$ cat config.mk
export PLATFORM = sky130hd
export DESIGN_NAME = vmode_bank
export DESIGN_NICKNAME = d
export VERILOG_FILES = /design/src/rtl/vmode_pkg.sv /design/src/rtl/vmode_entry.sv /design/src/rtl/vmode_match.sv /design/src/rtl/vmode_irq.sv /design/src/rtl/vmode_bank.sv
export SDC_FILE = /design/constraint.sdc
export NUM_CORES = 1
export LEC_CHECK = 0
export BUFFER_PORTS_ARGS = -buffer_cell sky130_fd_sc_hd__buf_2
export CAP_MARGIN = 25
export CORE_UTILIZATION = 46
export DETAILED_ROUTE_END_ITERATION = 8
export PLACE_DENSITY = 0.67
export SYNTH_ARGS = -nofsm -noshare
export SYNTH_HDL_FRONTEND = slang
export SYNTH_SLANG_ARGS = --single-unit
export TNS_END_PERCENT = 100
$ cat constraint.sdc
create_clock -name clk_i -period 3.2 [get_ports clk_i]
set_input_delay 0.32 -clock clk_i [delete_from_list [all_inputs] [get_ports clk_i]]
set_output_delay 0.32 -clock clk_i [all_outputs]
set_load 0.005 [all_outputs]
$ cat src/rtl/vmode_pkg.sv
`timescale 1ns/1ps
package vmode_pkg;
  localparam int unsigned REG_W       = 32;
  localparam int unsigned ADR_CTRL    = 0;
  localparam int unsigned ADR_IRQ     = 1;
  localparam int unsigned ADR_MATCH   = 2;
  localparam int unsigned ADR_MODE0   = 8;
  localparam int unsigned MODE_STRIDE = 4;
  localparam int unsigned IRQ_STATUS  = 1;
  localparam int unsigned IRQ_ALIGN   = 2;

  typedef enum logic [1:0] {
    FLD_VALID  = 2'd0,
    FLD_WIDTH  = 2'd1,
    FLD_HEIGHT = 2'd2
  } mode_fld_e;
endpackage

$ cat src/rtl/vmode_entry.sv
`timescale 1ns/1ps
module vmode_entry #(
  parameter int unsigned DIM_W = 12
) (
  input  logic             clk_i,
  input  logic             rst_ni,
  input  logic             wr_valid_i,
  input  logic             wr_width_i,
  input  logic             wr_height_i,
  input  logic             wbit_i,
  input  logic [DIM_W-1:0] wdim_i,
  output logic             valid_o,
  output logic [DIM_W-1:0] width_o,
  output logic [DIM_W-1:0] height_o
);
  logic             valid_q;
  logic [DIM_W-1:0] width_q, height_q;

  always_ff @(posedge clk_i or negedge rst_ni) begin
    if (!rst_ni) begin
      valid_q  <= 1'b0;
      width_q  <= '0;
      height_q <= '0;
    end else begin
      if (wr_valid_i)              valid_q  <= wbit_i;
      // dimensions locked while the entry is live
      if (wr_width_i  && !valid_q) width_q  <= wdim_i;
      if (wr_height_i && !valid_q) height_q <= wdim_i;
    end
  end

  assign valid_o  = valid_q;
  assign width_o  = width_q;
  assign height_o = height_q;


  a_r1_cfg_locked: assert property (@(posedge clk_i) disable iff (!rst_ni)
    valid_q && (wr_width_i || wr_height_i) |=> $stable(width_q) && $stable(height_q));

  a_r4_invalidate_keeps: assert property (@(posedge clk_i) disable iff (!rst_ni)
    $fell(valid_q) |-> $stable(width_q) && $stable(height_q));
endmodule

$ cat src/rtl/vmode_match.sv
`timescale 1ns/1ps
module vmode_match #(
  parameter int unsigned N_MODES = 4,
  parameter int unsigned DIM_W   = 12,
  localparam int unsigned IDX_W  = (N_MODES > 1) ? $clog2(N_MODES) : 1
) (
  input  logic [N_MODES-1:0]            valid_i,
  input  logic [N_MODES-1:0][DIM_W-1:0] width_i,
  input  logic [N_MODES-1:0][DIM_W-1:0] height_i,
  input  logic [DIM_W-1:0]              req_width_i,
  input  logic [DIM_W-1:0]              req_height_i,
  output logic                          found_o,
  output logic [IDX_W-1:0]              idx_o
);
  logic [N_MODES-1:0] hit;

  for (genvar k = 0; k < N_MODES; k++) begin : g_hit
    assign hit[k] = valid_i[k] && (width_i[k] == req_width_i) && (height_i[k] == req_height_i);
  end

  // scan downward so the lowest index is assigned last
  always_comb begin
    idx_o = '0;
    for (int k = N_MODES - 1; k >= 0; k--) begin
      if (hit[k]) idx_o = IDX_W'(k);
    end
  end

  assign found_o = |hit;


  always_comb begin
    if (found_o) a_r3_lowest_hit: assert (hit[idx_o]);
  end
endmodule

$ cat src/rtl/vmode_irq.sv
`timescale 1ns/1ps
module vmode_irq (
  input  logic       clk_i,
  input  logic       rst_ni,
  input  logic [2:1] evt_i,
  input  logic [2:1] clr_i,
  input  logic [2:1] en_i,
  output logic [2:1] pend_o,
  output logic       irq_o
);
  logic [2:1] pend_q;

  always_ff @(posedge clk_i or negedge rst_ni) begin
    if (!rst_ni) pend_q <= '0;
    else         pend_q <= (pend_q & ~clr_i) | evt_i;
  end

  assign pend_o = pend_q;
  assign irq_o  = |(pend_q & en_i);

  for (genvar b = 1; b <= 2; b++) begin : g_chk

    a_r9_event_wins: assert property (@(posedge clk_i) disable iff (!rst_ni)
      evt_i[b] |=> pend_q[b]);
    a_r9_w1c_clears: assert property (@(posedge clk_i) disable iff (!rst_ni)
      clr_i[b] && !evt_i[b] |=> !pend_q[b]);
  end
endmodule

$ cat src/rtl/vmode_bank.sv
`timescale 1ns/1ps
module vmode_bank
  import vmode_pkg::*;
#(
  parameter int unsigned N_MODES = 4,
  parameter int unsigned DIM_W   = 12,
  parameter int unsigned ADDR_W  = 6,
  localparam int unsigned IDX_W  = (N_MODES > 1) ? $clog2(N_MODES) : 1,
  localparam int unsigned CODE_W = $clog2(N_MODES + 1)
) (
  input  logic              clk_i,
  input  logic              rst_ni,
  input  logic [ADDR_W-1:0] reg_addr_i,
  input  logic              reg_we_i,
  input  logic [REG_W-1:0]  reg_wdata_i,
  output logic [REG_W-1:0]  reg_rdata_o,
  input  logic              req_valid_i,
  input  logic [DIM_W-1:0]  req_width_i,
  input  logic [DIM_W-1:0]  req_height_i,
  input  logic              align_evt_i,
  output logic [CODE_W-1:0] match_o,
  output logic [DIM_W-1:0]  act_width_o,
  output logic [DIM_W-1:0]  act_height_o,
  output logic              irq_o
);
  logic [N_MODES-1:0]            mode_valid;
  logic [N_MODES-1:0][DIM_W-1:0] mode_w, mode_h;
  logic                          found;
  logic [IDX_W-1:0]              hit_idx;
  logic [CODE_W-1:0]             hit_code;
  logic [CODE_W-1:0]             match_q;
  logic [DIM_W-1:0]              act_w_q, act_h_q;
  logic [2:1]                    ctrl_q, pend, irq_evt, irq_clr;
  logic                          wr_ctrl, wr_irq;
  logic                          unused_wdata;

  assign unused_wdata = ^reg_wdata_i[REG_W-1:DIM_W];

  function automatic logic [ADDR_W-1:0] mode_addr(int unsigned k, mode_fld_e f);
    return ADDR_W'(ADR_MODE0 + MODE_STRIDE * k + int'(f));
  endfunction

  for (genvar k = 0; k < N_MODES; k++) begin : g_mode
    vmode_entry #(.DIM_W(DIM_W)) u_entry (
      .clk_i       (clk_i),
      .rst_ni      (rst_ni),
      .wr_valid_i  (reg_we_i && reg_addr_i == mode_addr(k, FLD_VALID)),
      .wr_width_i  (reg_we_i && reg_addr_i == mode_addr(k, FLD_WIDTH)),
      .wr_height_i (reg_we_i && reg_addr_i == mode_addr(k, FLD_HEIGHT)),
      .wbit_i      (reg_wdata_i[0]),
      .wdim_i      (reg_wdata_i[DIM_W-1:0]),
      .valid_o     (mode_valid[k]),
      .width_o     (mode_w[k]),
      .height_o    (mode_h[k])
    );
  end

  vmode_match #(.N_MODES(N_MODES), .DIM_W(DIM_W)) u_match (
    .valid_i      (mode_valid),
    .width_i      (mode_w),
    .height_i     (mode_h),
    .req_width_i  (req_width_i),
    .req_height_i (req_height_i),
    .found_o      (found),
    .idx_o        (hit_idx)
  );

  assign hit_code = CODE_W'(hit_idx) + CODE_W'(1);

  always_ff @(posedge clk_i or negedge rst_ni) begin
    if (!rst_ni) begin
      match_q <= '0;
      act_w_q <= '0;
      act_h_q <= '0;
    end else if (req_valid_i) begin
      if (found) begin
        match_q <= hit_code;
        act_w_q <= mode_w[hit_idx];
        act_h_q <= mode_h[hit_idx];
      end else begin
        match_q <= '0;
      end
    end
  end

  assign wr_ctrl = reg_we_i && reg_addr_i == ADDR_W'(ADR_CTRL);
  assign wr_irq  = reg_we_i && reg_addr_i == ADDR_W'(ADR_IRQ);

  always_ff @(posedge clk_i or negedge rst_ni) begin
    if (!rst_ni)      ctrl_q <= '0;
    else if (wr_ctrl) ctrl_q <= reg_wdata_i[2:1];
  end

  assign irq_evt[IRQ_STATUS] = req_valid_i && found && (hit_code != match_q);
  assign irq_evt[IRQ_ALIGN]  = align_evt_i;
  assign irq_clr             = wr_irq ? reg_wdata_i[2:1] : 2'b00;

  vmode_irq u_irq (
    .clk_i  (clk_i),
    .rst_ni (rst_ni),
    .evt_i  (irq_evt),
    .clr_i  (irq_clr),
    .en_i   (ctrl_q),
    .pend_o (pend),
    .irq_o  (irq_o)
  );

  always_comb begin
    reg_rdata_o = '0;
    if (reg_addr_i == ADDR_W'(ADR_CTRL))  reg_rdata_o[2:1] = ctrl_q;
    if (reg_addr_i == ADDR_W'(ADR_IRQ))   reg_rdata_o[2:1] = pend;
    if (reg_addr_i == ADDR_W'(ADR_MATCH)) reg_rdata_o[CODE_W-1:0] = match_q;
    for (int unsigned k = 0; k < N_MODES; k++) begin
      if (reg_addr_i == mode_addr(k, FLD_VALID))  reg_rdata_o[0] = mode_valid[k];
      if (reg_addr_i == mode_addr(k, FLD_WIDTH))  reg_rdata_o[DIM_W-1:0] = mode_w[k];
      if (reg_addr_i == mode_addr(k, FLD_HEIGHT)) reg_rdata_o[DIM_W-1:0] = mode_h[k];
    end
  end

  assign match_o      = match_q;
  assign act_width_o  = act_w_q;
  assign act_height_o = act_h_q;


  a_r5_hold_without_req: assert property (@(posedge clk_i) disable iff (!rst_ni)
    !req_valid_i |=> $stable(match_q) && $stable(act_w_q) && $stable(act_h_q));

  a_r6_status_on_new: assert property (@(posedge clk_i) disable iff (!rst_ni)
    req_valid_i && found && (hit_code != match_q) |=> pend[IRQ_STATUS]);

  a_r7_nomatch_zero: assert property (@(posedge clk_i) disable iff (!rst_ni)
    req_valid_i && !found |=> (match_q == '0) && $stable(act_w_q));
endmodule

Yosys cells after proc, flatten, opt, wreduce, memory -nomap -nowiden
Cells that the tools add are included.
{"block": "word_totals", "register_bits": 131, "input_bits": 67, "output_inout_bits": 60}
{"block": "op_classes", "addsub": 1, "n_lt_le_gt_ge": 1, "eq_ne": 23, "muxes": 25, "bitwise_logic": 4, "n_reduce_logical": 40}
{"operator": "2-to-1 mux 12 bit", "n": 10}
{"operator": "equality test 12 bit", "n": 8}
{"operator": "binary-select mux 12 bit (select 2 bit)", "n": 2}
{"operator": "equality test 6 x 4 -> 1 bit, second input constant", "n": 6}
{"operator": "equality test 6 x 5 -> 1 bit, second input constant", "n": 6}
{"operator": "logical AND 1 bit", "n": 32}
{"operator": "2-to-1 mux 2 bit", "n": 7}
{"operator": "equality test 6 x 1 -> 1 bit, second input constant", "n": 1}
{"operator": "equality test 6 x 2 -> 1 bit, second input constant", "n": 1}
{"operator": "zero test 6 bit", "n": 1}
{"operator": "2-to-1 mux 3 bit", "n": 2}
{"operator": "bitwise AND 2 bit", "n": 2}
{"operator": "zero test 1 bit", "n": 4}
{"operator": "2-to-1 mux 1 bit", "n": 4}
{"operator": "OR reduction 4 bit", "n": 1}
{"operator": "adder 2 x 1 -> 3 bit, second input constant", "n": 1}
{"operator": "< comparator 2 x 3 -> 1 bit, second input constant", "n": 1}
{"operator": "!= test 3 bit", "n": 1}
{"operator": "NOT 2 bit", "n": 1}
{"operator": "OR 2 bit", "n": 1}
{"operator": "AND reduction 2 bit", "n": 1}
{"operator": "OR reduction 2 bit", "n": 1}

Depth between registers and ports, before layout
Gate-level depths: netlist of run 1.
{"block": "logic_depth", "word_depth": 16, "mapped_depth": 12, "depth_no_buf": 12}

Modules after synthesis
A second synthesis of run 1 with hierarchy kept.
{"block": "hier_totals", "hier_cells": 667, "hier_area_um2": 8241.7}
{"mod": "vmode_entry", "n_inst": 4, "cells_each": 54, "area_per_inst_um2": 989.7, "seq_area_each_um2": 625.6}
{"mod": "vmode_bank", "n_inst": 1, "cells_each": 301, "area_per_inst_um2": 3067.9, "seq_area_each_um2": 725.7}
{"mod": "vmode_match", "n_inst": 1, "cells_each": 143, "area_per_inst_um2": 1132.3, "seq_area_each_um2": 0.0}
{"mod": "vmode_irq", "n_inst": 1, "cells_each": 7, "area_per_inst_um2": 82.6, "seq_area_each_um2": 50.0}

Least setup slack after synthesis of run 1
No wires, ideal clock.
{"block": "synth_timing", "path_kind": "register -> register", "from": "reg g_mode[2].u_entry.height_q[3]", "to": "reg u_irq.pend_q (netlist bit u_irq.pend_o[1])", "setup_time_ns": 0.104, "t_arrival_ns": 2.468, "required_time_ns": 3.096, "setup_slack_ns": 0.629, "path_stages_with_launch": 12, "path_buffers": 0, "synth_period_minus_slack_ns": 2.571, "cell_sequence": "dfrtp_1 -> xnor2_1 -> nand2_1 -> or3b_2 -> nor4_1 -> nand4_1 -> nand2b_1 -> a21oi_1 -> ha_1 -> xnor2_1 -> and4b_1 -> a221oi_1"}
{"block": "synth_between", "elab_chain_cells": 9, "word_cells_on_any_way": 11, "classes_between": "add/sub: 1; eq/ne: 2; mux: 3; bitwise: 1; reduce/logical: 4"}
{"item": "start: declaration", "line_no": "vmode_entry.sv:17", "text": "logic [DIM_W-1:0] width_q, height_q;"}
{"item": "start signal: assignment", "line_no": "vmode_entry.sv:28", "text": "if (wr_height_i && !valid_q) height_q <= wdim_i;"}
{"item": "equality test 12 bit (*)", "line_no": "vmode_match.sv:18", "text": "assign hit[k] = valid_i[k] && (width_i[k] == req_width_i) && (height_i[k] == req_height_i);"}
{"item": "logical AND 1 bit (*)", "line_no": "vmode_match.sv:18"}
{"item": "2-to-1 mux 2 bit (3 in a row)", "line_no": "vmode_match.sv:25", "text": "if (hit[k]) idx_o = IDX_W'(k);"}
{"item": "adder 2 x 1 -> 3 bit", "line_no": "vmode_bank.sv:68", "text": "assign hit_code = CODE_W'(hit_idx) + CODE_W'(1);"}
{"item": "!= test 3 bit", "line_no": "vmode_bank.sv:94", "text": "assign irq_evt[IRQ_STATUS] = req_valid_i && found && (hit_code != match_q);"}
{"item": "logical AND 1 bit (*)", "line_no": "vmode_bank.sv:94"}
{"item": "OR 2 bit (*)", "line_no": "vmode_irq.sv:15", "text": "else pend_q <= (pend_q & ~clr_i) | evt_i;"}
{"item": "end signal: assignment", "line_no": "vmode_irq.sv:15"}
{"item": "end: declaration", "line_no": "vmode_irq.sv:11", "text": "logic [2:1] pend_q;"}
Mark *: on every way between the ends. The rest lies on a longest branch, timed or not.
A chain may end at the register's enable or synchronous reset.

Worst setup path in the final report of run 1
{"block": "layout_timing", "from": "reg g_mode[1].u_entry.width_q[9]", "to": "reg u_irq.pend_q (netlist bit u_irq.pend_o[1])"}
{"block": "layout_between", "elab_chain_cells": 9, "word_cells_on_any_way": 11, "classes_between": "add/sub: 1; eq/ne: 2; mux: 2; bitwise: 1; reduce/logical: 5"}
{"item": "start: declaration", "line_no": "vmode_entry.sv:17"}
{"item": "start signal: assignment", "line_no": "vmode_entry.sv:27", "text": "if (wr_width_i && !valid_q) width_q <= wdim_i;"}
{"item": "equality test 12 bit (*)", "line_no": "vmode_match.sv:18"}
{"item": "logical AND 1 bit (*) (2 in a row)", "line_no": "vmode_match.sv:18"}
{"item": "2-to-1 mux 2 bit (2 in a row)", "line_no": "vmode_match.sv:25"}
{"item": "adder 2 x 1 -> 3 bit", "line_no": "vmode_bank.sv:68"}
{"item": "!= test 3 bit", "line_no": "vmode_bank.sv:94"}
{"item": "logical AND 1 bit (*)", "line_no": "vmode_bank.sv:94"}
{"item": "OR 2 bit (*)", "line_no": "vmode_irq.sv:15"}
Marked as above.

==> reports/qor.txt, run 1 <==
STATUS
------------------------------------------------------------------------------------
Result of the run                                                          completed

TIMING
------------------------------------------------------------------------------------
Worst Tran Pin Value                                                          994 ps
Final Setup Violations                                                             0
Smallest hold slack                                                          68.6 ps
Post-layout minimum cycle time                                               3080 ps
Final hold viol count                                                              0
Max Transition Viols Final                                                         0
Setup clock skew after layout                                                8.76 ps
Slack of the critical path                                                    117 ps
Unrepaired setup endpoints after global routing                                false
Relative slew slack                                                            33.6%
Final period utilization                                                       96.3%
Final TNS setup                                                                 0 ps
Achievable frequency                                                       0.324 GHz

SYNTH
------------------------------------------------------------------------------------
Sequential fraction of the synthesis area                                      39.4%
Netlist area before placement                                             8320 sq um
Biggest area consumer among synthesized cells                           sky130_fd_sc_hd__dfrtp_1
Number of enable flip-flop cells after synthesis                                   0
Most common flop cell mapped by yosys                                   sky130_fd_sc_hd__dfrtp_1
Proportion of synthesized flip-flops having asynchronous set or reset           100%
Post-synthesis register bit count                                                131
Portion of synthesized cell area occupied by the leading cell type             39.4%
Gate count after technology mapping                                              813
Mean post-synth cell area                                                 10.2 sq um
Total of warnings raised by yosys                                                  0
Count of unique library cells instantiated by Yosys                               49
Synth top area cells                                                    sky130_fd_sc_hd__dfrtp_1 39%, sky130_fd_sc_hd__mux2_2 14%, sky130_fd_sc_hd__xnor2_1 5.7%

CLOCK NETWORK
------------------------------------------------------------------------------------
H-Tree Depth                                                                       4
Number of buffers on the longest clock path                                        2
Clock buffers created by TritonCTS                                                17
Count of clock tree sinks                                                        131
TritonCTS clock tree                                                             yes
Clock root cell                                                         sky130_fd_sc_hd__clkbuf_16
Clock insertion delay at the later pin of the skew report                     430 ps
Clock slew at reported path FFs                                                60 ps

CELLS AND AREA
------------------------------------------------------------------------------------
Area growth from synthesis to layout                                           16.2%
Final net count                                                                  971
Number of filler instances in the final layout                                 1,605
Layout cells sized above 1                                                     31.4%
Non-filler instance count after layout                                         1,140
Diodes inserted                                                                    0

PWR
------------------------------------------------------------------------------------
Fraction of power consumed by combinational cells                              16.9%
Internal power                                                             0.00339 W
Static power due to leakage                                                  4.40 nW
Switching Power                                                            0.00142 W
Largest voltage drop on the vdd net                                         0.386 mV
Pwr per Cell Area                                                        497 nW/um^2
Relative contribution of sequential cells to total power                       43.2%
Net switching fraction of the power                                            29.5%
Clock network power share                                                      39.9%

ROUTE
------------------------------------------------------------------------------------
Vias                                                                           7,435
Antenna-violating nets left                                                        0
Initial detailed-routing violation count                                         909
Total wire length after detailed routing                                     29.3 mm
First-pass DRT Iterations                                                          8
Average detailed-routed wire length per instance                        25.7 microns
Via density                                                                     6.52
DRC errors left                                                                    0

DIE
------------------------------------------------------------------------------------
Starting Density                                                               47.6%
Die Y                                                                    136 microns
Core area                                                               17,500 sq um
Floorplan die width                                                      136 microns
Total die area                                                          18,600 sq um
Num rows                                                                          48
Number of primary I/O pins                                                       127

GLOBAL ROUTE
------------------------------------------------------------------------------------
Pin count of the biggest net entering global routing                              70
Number of global-route vias before repair                                      7,127
Initial antenna violation count                                                    0
Global-route wire length before repair                                       44.0 mm
Global routing usage summed across all routing layers                          32.8%
Remaining global-route overflow                                                    0

WORST SETUP PATH
------------------------------------------------------------------------------------
Buffers plus inverters on the worst setup path                                     0
Cell type group with the largest total delay on the critical path       simple AND/OR/NAND/NOR gates
Type of the setup path with the least slack                               reg -> reg
Critical path launch point type                                             register
Worst path slowest cell                                                 sky130_fd_sc_hd__or3b_2
Peak per-stage delay on the critical path                                     450 ps
Category of the worst setup path capture point                              register
Largest fanout of any net on the critical path                                     4
Cell Chain, Critical Path                                               xnor2_1 > nand2_1 > or3b_2 > nor4_1 > nand4_1 > and3b_1 > ha_1 > xnor2_1 > and4b_1 > a221oi_1
Worst Path Required                                                          3530 ps
Crit path DAT                                                                3410 ps
Crit-path most repeated cell                                            sky130_fd_sc_hd__xnor2_1

PLACE
------------------------------------------------------------------------------------
Pre-CTS WS                                                                    130 ps
GP Congestion                                                                   1.00
Number of instances in the placed design                                       1,108
Detailed placement HPWL                                                      21.0 mm
Count of port buffers added during placement                                      86

JOB
------------------------------------------------------------------------------------
Total of max-cap violations                                                        0

HOLD PATH
------------------------------------------------------------------------------------
Worst hold-check path type                                                 in -> reg

## sequential cells by signal, indices dropped and copies added, names as in the netlist
name / cells
g_mode.u_entry.height_o: 48
g_mode.u_entry.width_o: 48
act_height_o: 12
act_width_o: 12
g_mode.u_entry.valid_o: 4
match_o: 3
ctrl_q: 2
u_irq.pend_o: 2
## cell type report
| cell class | count | area, sq um | area share (%) |
|---|---|---|---|
| multi-input combinational | 619 | 4690 | 48.5 |
| clock inverter | 5 | 75.1 | 0.777 |
| clock buffer | 26 | 489 | 5.06 |
| sequential | 131 | 3280 | 33.9 |
| timing repair buffer | 129 | 832 | 8.61 |
| inverter | 5 | 18.8 | 0.194 |
| tap | 225 | 282 | 2.91 |
## what timing repair did
action | in CTS | in global routing
gates resized for setup | 0 | 0
setup buffers | 0 | 0
hold buffers | 1 | 0
endpoints found under the hold margin | 68 | 0
endpoints found under the setup margin | 0 | 0
## per-stage QoR
stage | utilization, % | power [W] | area, sq um
final | 55.3 | 0.00480 | 9670
after floorplan | - | 0.00251 | 8390
after detailed placement | 52.0 | 0.00288 | 9090
after global placement | 51.9 | 0.00288 | 9070
after global routing | 55.3 | 0.00496 | 9670
after CTS | 55.3 | 0.00480 | 9670
## cell usage in the layout (no fill, tap or decap), types with 3 or more instances in the layout
cell type	count
sky130_fd_sc_hd__a21oi_1	12
sky130_fd_sc_hd__a221oi_1	3
sky130_fd_sc_hd__a221oi_2	24
sky130_fd_sc_hd__a222oi_1	13
sky130_fd_sc_hd__a22o_1	3
sky130_fd_sc_hd__a22oi_1	9
sky130_fd_sc_hd__a31oi_1	6
sky130_fd_sc_hd__and3_1	3
sky130_fd_sc_hd__and3b_1	4
sky130_fd_sc_hd__and4b_1	3
sky130_fd_sc_hd__buf_12	5
sky130_fd_sc_hd__buf_2	85
sky130_fd_sc_hd__buf_4	35
sky130_fd_sc_hd__buf_6	3
sky130_fd_sc_hd__clkbuf_1	6
sky130_fd_sc_hd__clkbuf_16	17
sky130_fd_sc_hd__clkbuf_8	3
sky130_fd_sc_hd__clkinv_2	3
sky130_fd_sc_hd__conb_1	20
sky130_fd_sc_hd__dfrtp_1	131
sky130_fd_sc_hd__inv_1	5
sky130_fd_sc_hd__mux2_2	102
sky130_fd_sc_hd__mux2i_1	4
sky130_fd_sc_hd__nand2_1	54
sky130_fd_sc_hd__nand2b_1	5
sky130_fd_sc_hd__nand3_1	11
sky130_fd_sc_hd__nand4_1	47
sky130_fd_sc_hd__nor2_1	52
sky130_fd_sc_hd__nor2b_1	7
sky130_fd_sc_hd__nor3_1	5
sky130_fd_sc_hd__nor4_1	43
sky130_fd_sc_hd__o21ai_0	10
sky130_fd_sc_hd__o22ai_1	31
sky130_fd_sc_hd__o31ai_1	24
sky130_fd_sc_hd__or3b_2	5
sky130_fd_sc_hd__xnor2_1	54
sky130_fd_sc_hd__xor2_1	44
## power by group through the flow
| stage | sequential, W | clock (W) | combinational (W) |
|---|---|---|---|
| 6_report | 0.00207 | 0.00192 | 0.000811 |
| 5_1_grt | 0.00209 | 0.00200 | 0.000868 |
| 4_1_cts | 0.00207 | 0.00194 | 0.000798 |
| 3_5_place_dp | 0.00209 | 0 | 0.000791 |
| 3_3_place_gp | 0.00209 | 0 | 0.000787 |
| 2_1_floorplan | 0.00201 | 0 | 0.000504 |
## synthesized netlist by cell type, types with 4 or more instances
master / n
sky130_fd_sc_hd__xnor2_1: 54
sky130_fd_sc_hd__buf_2: 5
sky130_fd_sc_hd__a222oi_1: 13
sky130_fd_sc_hd__clkbuf_1: 43
sky130_fd_sc_hd__nand4_1: 47
sky130_fd_sc_hd__nor3_1: 5
sky130_fd_sc_hd__nor2b_1: 7
sky130_fd_sc_hd__buf_1: 4
sky130_fd_sc_hd__nand2_1: 54
sky130_fd_sc_hd__a31oi_1: 6
sky130_fd_sc_hd__a22oi_1: 9
sky130_fd_sc_hd__o31ai_1: 24
sky130_fd_sc_hd__nand3_1: 11
sky130_fd_sc_hd__or3b_2: 5
sky130_fd_sc_hd__nor2_1: 52
sky130_fd_sc_hd__inv_1: 5
sky130_fd_sc_hd__dfrtp_1: 131
sky130_fd_sc_hd__o21ai_0: 10
sky130_fd_sc_hd__mux2_2: 102
sky130_fd_sc_hd__a21oi_1: 12
sky130_fd_sc_hd__mux2i_1: 4
sky130_fd_sc_hd__nor4_1: 43
sky130_fd_sc_hd__a221oi_2: 24
sky130_fd_sc_hd__o22ai_1: 31
sky130_fd_sc_hd__and3b_1: 4
sky130_fd_sc_hd__buf_4: 22
sky130_fd_sc_hd__xor2_1: 44
sky130_fd_sc_hd__nand2b_1: 5
## final timing paths
path | endpoint | startpoint | slack (ps) | cells after the start
min | u_irq.pend_o[2]$_DFF_PN0_ | align_evt_i | 70 | 2
min reg2reg | u_irq.pend_o[2]$_DFF_PN0_ | u_irq.pend_o[2]$_DFF_PN0_ | 530 | 1
max reg2reg | u_irq.pend_o[1]$_DFF_PN0_ | g_mode[1].u_entry.width_o[9]$_DFFE_PN0P_ | 120 | 10
min in group asynchronous | g_mode[3].u_entry.height_o[10]$_DFFE_PN0P_ | rst_ni | 440 | 2
max | u_irq.pend_o[1]$_DFF_PN0_ | g_mode[1].u_entry.width_o[9]$_DFFE_PN0P_ | 120 | 10
max in group asynchronous | act_width_o[6]$_DFFE_PN0P_ | rst_ni | 1980 | 3
## per-layer routing
metal | track usage [%] | vias to the layer above | wire [microns]
met3 | 7.16 | 78 | 2670
met1 | 44.9 | 3659 | 12300
met5 | 0 | - | 0
met2 | 49.6 | 467 | 13200
met4 | 14.6 | 0 | 1040
li1 | - | 3231 | -
## cell families (layout without fill, tap and decap cells)
| kind of cell | count (synthesis) | in the layout | share of synthesized area, % |
|---|---|---|---|
| adder cells (fa/ha/maj) | 1 | 1 | 0.150 |
| flip-flops | 131 | 131 | 39.4 |
| AO/OA/AOI/OAI | 141 | 141 | 14.4 |
| buffers and inverters | 82 | 165 | 5.04 |
| other | 1 | 20 | 0.0451 |
| XOR/XNOR | 98 | 98 | 10.3 |
| multiplexers | 106 | 106 | 14.3 |
| AND/OR/NAND/NOR | 253 | 253 | 16.3 |
Note: power is estimated with default switching activity, not from simulation.
==> inputs of run 2 (changes only) <==
--- a/config.mk
+++ b/config.mk
@@ -9,6 +9,7 @@
 export CAP_MARGIN = 25
 export CORE_UTILIZATION = 46
 export DETAILED_ROUTE_END_ITERATION = 8
+export MAX_ROUTING_LAYER = met4
 export PLACE_DENSITY = 0.67
 export SYNTH_ARGS = -nofsm -noshare
 export SYNTH_HDL_FRONTEND = slang
==> run 2 against run 1 <==
  * Global-route usage is 2.1 points higher
  * Critical path depth unchanged
  * Routed wire length up 2.9%
  * Power is 4.6% higher
  * Critical path type unchanged
  * Largest cell class unchanged
  * Highest routed layer unchanged
==> reports/qor.txt, run 2 (same netlist as run 1, synthesis figures left out) <==
CELLS AND AREA
--------------------------------------------------------------------------------
Commonest cells after routing, fill and taps aside                  131 x sky130_fd_sc_hd__dfrtp_1, 102 x sky130_fd_sc_hd__mux2_2, 85 x sky130_fd_sc_hd__buf_2
Area growth from synthesis to layout                                       17.1%
Final net count                                                              970
Layout cells sized above 1                                                 32.3%
Diodes inserted                                                                0
Most common cell after layout, fill and taps aside                  sky130_fd_sc_hd__dfrtp_1
Final Cell Area                                                       9740 sq um

PWR
--------------------------------------------------------------------------------
Largest voltage drop on the vdd net                                     0.378 mV
Pwr per Cell Area                                                    516 nW/um^2
Static power due to leakage                                              4.43 nW

ROUTE
--------------------------------------------------------------------------------
Vias                                                                       7,483
Via density                                                                 6.56
Total wire length after detailed routing                                 30.1 mm
Antenna-violating nets left                                                    0
Average detailed-routed wire length per instance                    26.4 microns
First-pass DRT Iterations                                                      6
Initial detailed-routing violation count                                     886
DRC errors left                                                                0

DIE
--------------------------------------------------------------------------------
Die Y                                                                136 microns
Core area                                                           17,500 sq um
Floorplan die width                                                  136 microns
Starting Density                                                           47.6%
Num rows                                                                      48
Total die area                                                      18,600 sq um
Number of primary I/O pins                                                   127

GLOBAL ROUTE
--------------------------------------------------------------------------------
Global routing usage summed across all routing layers                      35.0%
Pin count of the biggest net entering global routing                          73
Number of global-route vias before repair                                  7,298
Remaining global-route overflow                                                0
Global-route wire length before repair                                   45.2 mm
Initial antenna violation count                                                0

WORST SETUP PATH
--------------------------------------------------------------------------------
Cell Chain, Critical Path                                           xnor2_1 > nand2_1 > or3b_2 > nor4_1 > nand4_1 > and3b_1 > ha_1 > xnor2_1 > and4b_1 > a221oi_1
Critical path launch point type                                         register
Cells on worst reg2reg path                                                   10
Cell type group with the largest total delay on the critical path   simple AND/OR/NAND/NOR gates
Crit path DAT                                                            3370 ps
Largest fanout of any net on the critical path                                 2
Worst path slowest cell                                             sky130_fd_sc_hd__or3b_2
Flop2flop setup slack                                                     160 ps
Buffers plus inverters on the worst setup path                                 0
Peak per-stage delay on the critical path                                 480 ps
Worst Path Required                                                      3530 ps
Worst flop-to-flop path startpoint                                  g_mode[1].u_entry.height_o[0]$_DFFE_PN0P_
Type of the setup path with the least slack                           reg -> reg
Crit-path most repeated cell                                        sky130_fd_sc_hd__xnor2_1
Category of the worst setup path capture point                          register
End of the worst register-to-register path                          u_irq.pend_o[1]$_DFF_PN0_
Critical Path Start                                                 g_mode[1].u_entry.height_o[0]$_DFFE_PN0P_

HOLD PATH
--------------------------------------------------------------------------------
Worst hold-check path type                                             in -> reg
Min-Delay Startpoint                                                 align_evt_i
Cell depth of the worst hold path                                              2
Endpoint of the worst hold-timing path                              u_irq.pend_o[2]$_DFF_PN0_

CLOCK NETWORK
--------------------------------------------------------------------------------
Number of buffers inserted by post-CTS setup repair                            0
Clock buffers created by TritonCTS                                            17
TritonCTS clock tree                                                         yes
Number of buffers on the longest clock path                                    2
Clock slew at reported path FFs                                            60 ps
Count of clock tree sinks                                                    131
H-Tree Depth                                                                   4
Clock root cell                                                     sky130_fd_sc_hd__clkbuf_16
Clock insertion delay at the later pin of the skew report                 430 ps

TIMING
--------------------------------------------------------------------------------
Final Setup Violations                                                         0
Final TNS setup                                                             0 ps
Post-layout minimum cycle time                                           3040 ps
Max Transition Viols Final                                                     0
Setup clock skew after layout                                            7.99 ps
Unrepaired setup endpoints after global routing                            false
Final hold viol count                                                          0
Relative slew slack                                                        35.3%
Achievable frequency                                                   0.329 GHz
Smallest hold slack                                                      72.5 ps
Worst Tran Pin Value                                                      968 ps
Final period utilization                                                   95.0%

PLACE
--------------------------------------------------------------------------------
Count of port buffers added during placement                                  86
GP Congestion                                                               1.11
Detailed placement HPWL                                                  21.6 mm
Post-placement cell area                                              9060 sq um

JOB
--------------------------------------------------------------------------------
Total of max-cap violations                                                    0

STATUS
--------------------------------------------------------------------------------
Result of the run                                                      completed

## run 2: cell count changes in the layout (fill, tap and decap cells not counted), moves of 2 or more
cell and delta:
sky130_fd_sc_hd__buf_4 +2, sky130_fd_sc_hd__buf_6 -2, sky130_fd_sc_hd__bufinv_16 +2, sky130_fd_sc_hd__clkbuf_1 -5
sky130_fd_sc_hd__clkinv_4 +4, sky130_fd_sc_hd__clkinvlp_4 +2, sky130_fd_sc_hd__xnor2_1 -4, sky130_fd_sc_hd__xnor2_2 +4
## run 2: through the flow
stage	util, %	setup slack [ps]	power, W	std cells
floorplan	-	629	0.00251	832
global placement	51.9	118	0.00288	1107
detailed placement	51.9	46.8	0.00289	1107
CTS	55.6	121	0.00501	1140
global route	55.7	7.00	0.00518	1140
finish	55.7	161	0.00503	1140
## run 2: area by class of cell
cell class	instances	area [sq um]
clock buffer	20	457
clock inverter	12	180
fill	1607	7740
inverter	5	18.8
multi-input combinational	619	4720
sequential	131	3280
tap	225	282
timing repair buffer	128	805
## run 2: timing repair
| item | CTS | global route |
|---|---|---|
| gates resized for setup | 0 | 4 |
| endpoints found under the hold margin | 13 | 0 |
| hold buffers | 1 | 0 |
| endpoints found under the setup margin | 0 | 1 |
## run 2: where the power goes
group / internal [W] / switching (W)
Clock: 0.00135 / 0.000784
Combinational: 0.000358 / 0.000460
Sequential: 0.00183 / 0.000250
## run 2: routing by layer
metal	global-route usage (%)	share of wire, %	vias up	routed length (microns)
met3	6.97	8.8	85	2660
met2	53.0	46	438	13800
met5	-	0	-	0
met1	45.2	42	3730	12600
met4	15.0	3.5	0	1060
li1	-	-	3230	-
## run 2: worst max path at each step
stage,end,slack (ps),cells after the start
after global placement,u_irq.pend_o[1]$_DFF_PN0_,120,11
after global routing,u_irq.pend_o[1]$_DFF_PN0_,7,10
final,u_irq.pend_o[1]$_DFF_PN0_,160,10
after CTS,u_irq.pend_o[1]$_DFF_PN0_,120,10
after detailed placement,u_irq.pend_o[1]$_DFF_PN0_,50,11
after floorplan,u_irq.pend_o[1]$_DFF_PN0_,630,11
